### config.mk
export PLATFORM = sky130hd
export DESIGN_NAME = mbb_bridge
export DESIGN_NICKNAME = d
export VERILOG_FILES = /design/src/rtl/mbb_pkg.sv /design/src/rtl/mbb_addr_latch.sv /design/src/rtl/mbb_bus_fsm.sv /design/src/rtl/mbb_reset_seq.sv /design/src/rtl/mbb_irq_map.sv /design/src/rtl/mbb_bridge.sv
export SDC_FILE = /design/constraint.sdc
export NUM_CORES = 1
export LEC_CHECK = 0
export BUFFER_PORTS_ARGS = -buffer_cell sky130_fd_sc_hd__buf_2
export CAP_MARGIN = 25
export CORE_MARGIN = 5
export CORE_UTILIZATION = 30
export CTS_BUF_LIST = sky130_fd_sc_hd__clkbuf_8
export DETAILED_ROUTE_END_ITERATION = 6
export SYNTH_ARGS = -nofsm -noshare
export SYNTH_HDL_FRONTEND = slang
export SYNTH_HIERARCHICAL = 1
export SYNTH_SLANG_ARGS = --single-unit
### constraint.sdc
create_clock -name clk -period 3.6 [get_ports clk]
set_input_delay 0.36 -clock clk [delete_from_list [all_inputs] [get_ports clk]]
set_output_delay 0.36 -clock clk [all_outputs]
set_load 0.05 [all_outputs]
### src/rtl/mbb_pkg.sv
package mbb_pkg;
  // Handshake engine states: idle, address held, strobe clock, acknowledge clock.
  typedef enum logic [1:0] {
    ST_IDLE = 2'd0,
    ST_ADDR = 2'd1,
    ST_BEAT = 2'd2,
    ST_ACK  = 2'd3
  } bus_st_e;

  localparam int unsigned WORD_BITS = 2;
  localparam int unsigned BYTE_OFS  = 2;
endpackage

### src/rtl/mbb_addr_latch.sv
module mbb_addr_latch import mbb_pkg::*; #(
  parameter int unsigned AD_W = 32,
  localparam int unsigned HI_LSB = BYTE_OFS + WORD_BITS
) (
  input  logic                   clk,
  input  logic                   rst_n,
  input  logic                   ale_i,
  input  logic [AD_W-1:HI_LSB]   ad_hi_i,
  input  logic [WORD_BITS-1:0]   word_i,
  output logic [AD_W-1:BYTE_OFS] addr_o
);
  logic [AD_W-1:HI_LSB] hi_q;
  logic [AD_W-1:HI_LSB] hi_d;
  logic                 hi_en;

  assign hi_en = ale_i;

  always_comb begin
    hi_d = hi_q;
    if (hi_en) hi_d = ad_hi_i;
  end

  always_ff @(posedge clk or negedge rst_n) begin
    if (!rst_n) hi_q <= '0;
    else        hi_q <= hi_d;
  end

  // Word-in-block bits pass straight through so a burst can step them.
  assign addr_o = {hi_q, word_i};

  AST_ADDR_CAPTURE: assert property (@(posedge clk) disable iff (!rst_n)
    ale_i |=> addr_o[AD_W-1:HI_LSB] == $past(ad_hi_i));
  AST_ADDR_HOLD: assert property (@(posedge clk) disable iff (!rst_n)
    !ale_i |=> $stable(addr_o[AD_W-1:HI_LSB]));
endmodule

### src/rtl/mbb_bus_fsm.sv
module mbb_bus_fsm import mbb_pkg::*; #(
  parameter int unsigned AD_W = 32
) (
  input  logic            clk,
  input  logic            rst_n,
  input  logic            ale_i,
  input  logic            rd_n_i,
  input  logic            wr_n_i,
  input  logic            cip_n_i,
  input  logic            last_n_i,
  input  logic [AD_W-1:0] ad_i,
  input  logic [AD_W-1:0] per_din_i,
  output logic            ack_n_o,
  output logic [AD_W-1:0] ad_o,
  output logic            ad_oe_o,
  output logic            per_rd_o,
  output logic            per_wr_o,
  output logic [AD_W-1:0] per_dout_o
);
  bus_st_e         st_q, st_d;
  logic            is_rd_q, is_rd_d, is_rd_en;
  logic            fin_q, fin_d, fin_en;
  logic [AD_W-1:0] rdat_q, rdat_d;
  logic            rdat_en;
  logic [AD_W-1:0] wdat_q, wdat_d;
  logic            wdat_en;
  logic            start;
  logic            to_beat;

  assign start   = !ale_i && !cip_n_i && (!rd_n_i || !wr_n_i);
  assign to_beat = ((st_q == ST_ADDR) && start) || ((st_q == ST_ACK) && !fin_q);

  // Next-state logic
  always_comb begin
    st_d = st_q;
    unique case (st_q)
      ST_IDLE: if (ale_i) st_d = ST_ADDR;
      ST_ADDR: if (start) st_d = ST_BEAT;
      ST_BEAT: st_d = ST_ACK;
      ST_ACK:  st_d = fin_q ? ST_IDLE : ST_BEAT;
      default: st_d = ST_IDLE;
    endcase
  end

  // Clock enables and data paths
  assign is_rd_en = (st_q == ST_ADDR) && start;
  assign is_rd_d  = !rd_n_i;
  assign fin_en   = (st_q == ST_BEAT);
  assign fin_d    = !last_n_i;
  assign rdat_en  = (st_q == ST_BEAT) && is_rd_q;
  assign rdat_d   = per_din_i;
  assign wdat_en  = to_beat && ((st_q == ST_ADDR) ? rd_n_i : !is_rd_q);
  assign wdat_d   = ad_i;

  always_ff @(posedge clk or negedge rst_n) begin
    if (!rst_n) begin
      st_q    <= ST_IDLE;
      is_rd_q <= 1'b0;
      fin_q   <= 1'b0;
      rdat_q  <= '0;
      wdat_q  <= '0;
    end else begin
      st_q <= st_d;
      if (is_rd_en) is_rd_q <= is_rd_d;
      if (fin_en)   fin_q   <= fin_d;
      if (rdat_en)  rdat_q  <= rdat_d;
      if (wdat_en)  wdat_q  <= wdat_d;
    end
  end

  assign per_rd_o   = (st_q == ST_BEAT) && is_rd_q;
  assign per_wr_o   = (st_q == ST_BEAT) && !is_rd_q;
  assign ack_n_o    = (st_q != ST_ACK);
  assign ad_oe_o    = is_rd_q && ((st_q == ST_BEAT) || (st_q == ST_ACK));
  assign ad_o       = rdat_q;
  assign per_dout_o = wdat_q;

  AST_ONE_CLOCK_STROBE: assert property (@(posedge clk) disable iff (!rst_n)
    (per_rd_o || per_wr_o) |=> !(per_rd_o || per_wr_o));
  AST_ACK_AFTER_STROBE: assert property (@(posedge clk) disable iff (!rst_n)
    !ack_n_o |-> $past(per_rd_o || per_wr_o));
  AST_STROBE_THEN_ACK: assert property (@(posedge clk) disable iff (!rst_n)
    (per_rd_o || per_wr_o) |=> !ack_n_o);
  AST_RELEASE_AFTER_LAST: assert property (@(posedge clk) disable iff (!rst_n)
    (!ack_n_o && fin_q) |=> (!ad_oe_o && ack_n_o));
endmodule

### src/rtl/mbb_reset_seq.sv
module mbb_reset_seq #(
  parameter int unsigned COLD_CYC = 64,
  parameter int unsigned WARM_CYC = 32,
  localparam int unsigned TOTAL   = COLD_CYC + WARM_CYC,
  localparam int unsigned CW      = $clog2(TOTAL + 1)
) (
  input  logic clk,
  input  logic rst_n,
  output logic cold_n_o,
  output logic warm_n_o
);
  logic [CW-1:0] cnt_q, cnt_d;
  logic          cnt_en;

  assign cnt_en = (cnt_q != CW'(TOTAL));
  assign cnt_d  = cnt_q + 1'b1;

  always_ff @(posedge clk or negedge rst_n) begin
    if (!rst_n)      cnt_q <= '0;
    else if (cnt_en) cnt_q <= cnt_d;
  end

  assign cold_n_o = (cnt_q >= CW'(COLD_CYC));
  assign warm_n_o = (cnt_q >= CW'(TOTAL));

  AST_COLD_BEFORE_WARM: assert property (@(posedge clk) disable iff (!rst_n)
    warm_n_o |-> cold_n_o);
  AST_COLD_STAYS_HIGH: assert property (@(posedge clk) disable iff (!rst_n)
    cold_n_o |=> cold_n_o);
  AST_WARM_STAYS_HIGH: assert property (@(posedge clk) disable iff (!rst_n)
    warm_n_o |=> warm_n_o);
endmodule

### src/rtl/mbb_irq_map.sv
module mbb_irq_map #(
  parameter int unsigned INT_W    = 4,
  parameter int unsigned IR_LINE  = 0,
  parameter int unsigned DAC_LINE = 1
) (
  input  logic             clk,
  input  logic             rst_n,
  input  logic             ir_req_n_i,
  input  logic             dac_req_n_i,
  output logic [INT_W-1:0] int_n_o
);
  logic [INT_W-1:0] line_req;
  logic [INT_W-1:0] int_q, int_d;

  for (genvar i = 0; i < INT_W; i++) begin : g_line
    assign line_req[i] = ((i == IR_LINE)  && !ir_req_n_i) ||
                         ((i == DAC_LINE) && !dac_req_n_i);
  end

  assign int_d = ~line_req;

  always_ff @(posedge clk or negedge rst_n) begin
    if (!rst_n) int_q <= '1;
    else        int_q <= int_d;
  end

  assign int_n_o = int_q;

  AST_IR_ROUTE: assert property (@(posedge clk) disable iff (!rst_n)
    !ir_req_n_i |=> !int_n_o[IR_LINE]);
  AST_DAC_ROUTE: assert property (@(posedge clk) disable iff (!rst_n)
    !dac_req_n_i |=> !int_n_o[DAC_LINE]);
endmodule

### src/rtl/mbb_bridge.sv
module mbb_bridge import mbb_pkg::*; #(
  parameter int unsigned AD_W     = 32,
  parameter int unsigned BE_W     = AD_W / 8,
  parameter int unsigned INT_W    = 4,
  parameter int unsigned IR_LINE  = 0,
  parameter int unsigned DAC_LINE = 1,
  parameter int unsigned COLD_CYC = 64,
  parameter int unsigned WARM_CYC = 32,
  localparam int unsigned HI_LSB  = BYTE_OFS + WORD_BITS
) (
  input  logic                   clk,
  input  logic                   rst_n,
  output logic                   cpu_mclk_o,
  input  logic [AD_W-1:0]        cpu_ad_i,
  output logic [AD_W-1:0]        cpu_ad_o,
  output logic                   cpu_ad_oe_o,
  input  logic [WORD_BITS-1:0]   cpu_word_i,
  input  logic [BE_W-1:0]        cpu_be_n_i,
  input  logic                   cpu_ale_i,
  input  logic                   cpu_rd_n_i,
  input  logic                   cpu_wr_n_i,
  input  logic                   cpu_cip_n_i,
  input  logic                   cpu_last_n_i,
  output logic                   cpu_ack_n_o,
  output logic                   cpu_cold_n_o,
  output logic                   cpu_warm_n_o,
  output logic [INT_W-1:0]       cpu_int_n_o,
  output logic [AD_W-1:BYTE_OFS] per_addr_o,
  output logic [BE_W-1:0]        per_be_o,
  output logic                   per_rd_o,
  output logic                   per_wr_o,
  output logic [AD_W-1:0]        per_dout_o,
  input  logic [AD_W-1:0]        per_din_i,
  input  logic                   ir_irq_n_i,
  input  logic                   dac_irq_n_i
);
  assign cpu_mclk_o = clk;
  assign per_be_o   = ~cpu_be_n_i;

  mbb_addr_latch #(.AD_W(AD_W)) i_addr (
    .clk     (clk),
    .rst_n   (rst_n),
    .ale_i   (cpu_ale_i),
    .ad_hi_i (cpu_ad_i[AD_W-1:HI_LSB]),
    .word_i  (cpu_word_i),
    .addr_o  (per_addr_o)
  );

  mbb_bus_fsm #(.AD_W(AD_W)) i_fsm (
    .clk        (clk),
    .rst_n      (rst_n),
    .ale_i      (cpu_ale_i),
    .rd_n_i     (cpu_rd_n_i),
    .wr_n_i     (cpu_wr_n_i),
    .cip_n_i    (cpu_cip_n_i),
    .last_n_i   (cpu_last_n_i),
    .ad_i       (cpu_ad_i),
    .per_din_i  (per_din_i),
    .ack_n_o    (cpu_ack_n_o),
    .ad_o       (cpu_ad_o),
    .ad_oe_o    (cpu_ad_oe_o),
    .per_rd_o   (per_rd_o),
    .per_wr_o   (per_wr_o),
    .per_dout_o (per_dout_o)
  );

  mbb_reset_seq #(.COLD_CYC(COLD_CYC), .WARM_CYC(WARM_CYC)) i_rst (
    .clk      (clk),
    .rst_n    (rst_n),
    .cold_n_o (cpu_cold_n_o),
    .warm_n_o (cpu_warm_n_o)
  );

  mbb_irq_map #(.INT_W(INT_W), .IR_LINE(IR_LINE), .DAC_LINE(DAC_LINE)) i_irq (
    .clk         (clk),
    .rst_n       (rst_n),
    .ir_req_n_i  (ir_irq_n_i),
    .dac_req_n_i (dac_irq_n_i),
    .int_n_o     (cpu_int_n_o)
  );

  AST_NO_DRIVE_ON_WRITE: assert property (@(posedge clk) disable iff (!rst_n)
    per_wr_o |-> !cpu_ad_oe_o);
endmodule

==> impl_metrics.toml <==
[placed_design]
place_congestion = 0.7079
place_area_mm2 = 0.006155
dp_hpwl_um = 9965
portBuffers = 181

[floorplanning]
core_area_mm2 = 0.01670
initial_core_util = 0.3069
io_pins = 188
die_h_um = 140.7
rows = 47
fp.dieArea_mm2 = 0.01980
dieWidth_um = 140.7

[logic_synthesis]
synth_area_per_cell_um2 = 13.14
synth_cell_types = 34
synth_warnings = 6
ys_ff_latch = 105
ys_seq_area_frac = 0.5132
syn_inst = 390
netlist_area_mm2 = 0.005125

[final_layout]
multi_input_area_mm2 = 0.002176
diodes = 0
fin_nets = 632
register_area_mm2 = 0.002630
area_growth_pct = 27.71
utilization = 0.3919
final_cell_mix = "180 x buf_2, 103 x dfrtp_1, 98 x o211ai_1, 40 x mux2_2, 30 x o211ai_2"
final_common_cell = "buf_2"
fill_cells = 1624
drive_above_1_share = 0.5576
final_area_mm2 = 0.006545

[route]
drt-pass1-iter-count = 4
vias = 3907
drt_iter0_markers = 198
vias_per_cell = 5.035
ant_nets = 0
drc = 0
routed_wl_um = 14130
wire_per_inst_um = 18.20

[job]
maxCapViolCount = 0

[global_route]
track_usage = 0.1454
grt-ovfl-total = 0
grt_pass1_vias = 4169
grt_max_degree = 45
grt_antenna_before_repair = 0
grt_first_pass_wirelength_um = 22800

[critical_path]
crit_top_cell = "clkbuf_8"
reg2reg_slack_ns = 1.30
max_stage_delay_ns = 0.20
critPathCaptureType = "output port"
crit_arrival_ns = 2.23
critPathMaxFanout = 2
cp_cell_sequence = "clkbuf_8 -> clkbuf_8 -> buf_2"
r2r_end = "i_fsm/per_dout_o[31]"
slowest_stage = "buf_2"
reg2regPathDepth = 4
path_class = "clk2out"
startpoint_type = "clock port"
cp.required_ns = 3.24
r2r-start = "i_fsm/st_q[1]"

[sta]
slew_headroom = 0.5128
hold_slack_ns = 0.05905
skew_ns = 0.004938
slew_violations = 0
finalHoldViolations = 0
grt_setup_unrepaired = "false"
worstMarginPinSlew_ns = 0.7287
setup-tns-final_ns = 0
finalSetupViolations = 0

[hold_path]
hp-start = "cpu_last_n_i"
min_path_type = "in2reg"
min_path_cells = 2
whs_endpoint = "i_fsm/fin_q"

[power]
vdd_ir_drop_max_uv = 520.5
power.density_mw_per_mm2 = 950.1
p_leak_uw = 0.002856
total_power_uw = 6218

[clocking]
clk_latency_ns = 0.49
cts_tree = "done"
clkTransAtPathRegs_ns = 0.10
cts_setup_buffers = 0

[outcome]
outcome = "complete, no violations"
Yosys cell counts:
cell       count  area share
nand3_1        4      0.0039
inv_1          8      0.0059
buf_4          5      0.0073
and3_1         1      0.0012
o2bb2ai_1      1      0.0017
dfstp_2        2       0.010
clkbuf_1      24       0.018
nand2b_4       1      0.0027
nor2_1         1     0.00073
o21ai_0        3      0.0029
a21oi_1        2      0.0020
o31ai_1        1      0.0015
conb_1         1     0.00073
o211ai_2      30       0.073
or2_1          1      0.0012
nand2_1        3      0.0022
nand3b_1       2      0.0029
mux2_4        21       0.062
buf_6          6       0.013
nor4b_4        1      0.0046
ha_1           2      0.0049
nor2b_1        1      0.0012
xnor2_1        6       0.010
o211ai_1      98        0.14
buf_12         2      0.0078
o21a_4         1      0.0029
a21o_1         1      0.0015
or3b_1         1      0.0017
and2_1         2      0.0024
nand2_2        1      0.0012
or3b_2         1      0.0017
buf_2         13       0.013
mux2_2        40       0.088
dfrtp_1      103        0.50
worst max-delay path: cells and delay by family:
kind                   cells  cell delay, ns
buffers and inverters      3            0.43
metal layers:
metal	up-vias	global-route usage	part of all wire
li1	1793	-	-
met1	1950	0.1880	0.43
met2	138	0.2245	0.47
met3	26	0.03725	0.064
met4	0	0.07598	0.028
met5	-	0	0
worst max-delay path by stage:
stage	end	from	depth (start not counted)	slack, ns
6_report	cpu_mclk_o	clk	3	1.01
5_1_grt	cpu_mclk_o	clk	3	1.0
4_1_cts	per_rd_o	i_fsm/st_q[0]	4	0.89
3_5_place_dp	cpu_mclk_o	clk	1	1.25
3_3_place_gp	i_fsm/per_dout_o[0]	i_fsm/st_q[1]	3	1.14
2_1_floorplan	cpu_mclk_o	clk	1	1.27
cell families after synthesis:
kind of cell	Yosys count	synth area share
other	1	0.0007317
muxes	61	0.1494
AOI/OAI and AO/OA	137	0.2292
xor gates and xnor gates	6	0.01025
and+or+nand+nor	20	0.02783
buffers and inverters	58	0.06445
DFF	105	0.5132
adders and majority gates	2	0.004882
state kept, by name, indices dropped and copies added (netlist names):
signal and cells:
i_fsm/is_rd_q 1, i_fsm/st_q 2, i_irq/int_n_o 2, i_fsm/ad_o 32
i_addr/hi_q 28, i_fsm/fin_q 1, i_rst/cnt_q 7, i_fsm/per_dout_o 32
where the power goes:
| part | internal, uW | total, uW | switching, uW | leakage [uW] |
|---|---|---|---|---|
| sequential | 1530 | 1770 | 234 | 0.00117 |
| clock | 697 | 1170 | 470 | 0.000173 |
| combinational | 990 | 3290 | 2300 | 0.00152 |
per-stage QoR:
| step | setup slack [ns] | cells |
|---|---|---|
| floorplan | 1.273 | 391 |
| global placement | 1.138 | 750 |
| detailed placement | 1.252 | 753 |
| CTS | 0.8871 | 775 |
| global route | 0.9997 | 776 |
| finish | 1.013 | 776 |
layout make-up:
cell class,count,area share
sequential,105,0.4018
multi-input combinational,228,0.3324
timing repair buffer,195,0.1675
tap,220,0.04206
clock buffer,14,0.02810
inverter,8,0.004588
clock inverter,6,0.02351
what timing repair did:
action | 4_1_cts | 5_1_grt
endpoints found under the hold margin | 42 | 0
hold buffers | 3 | 0
resized for setup | 0 | 0
(Power assumes the default switching activity.)
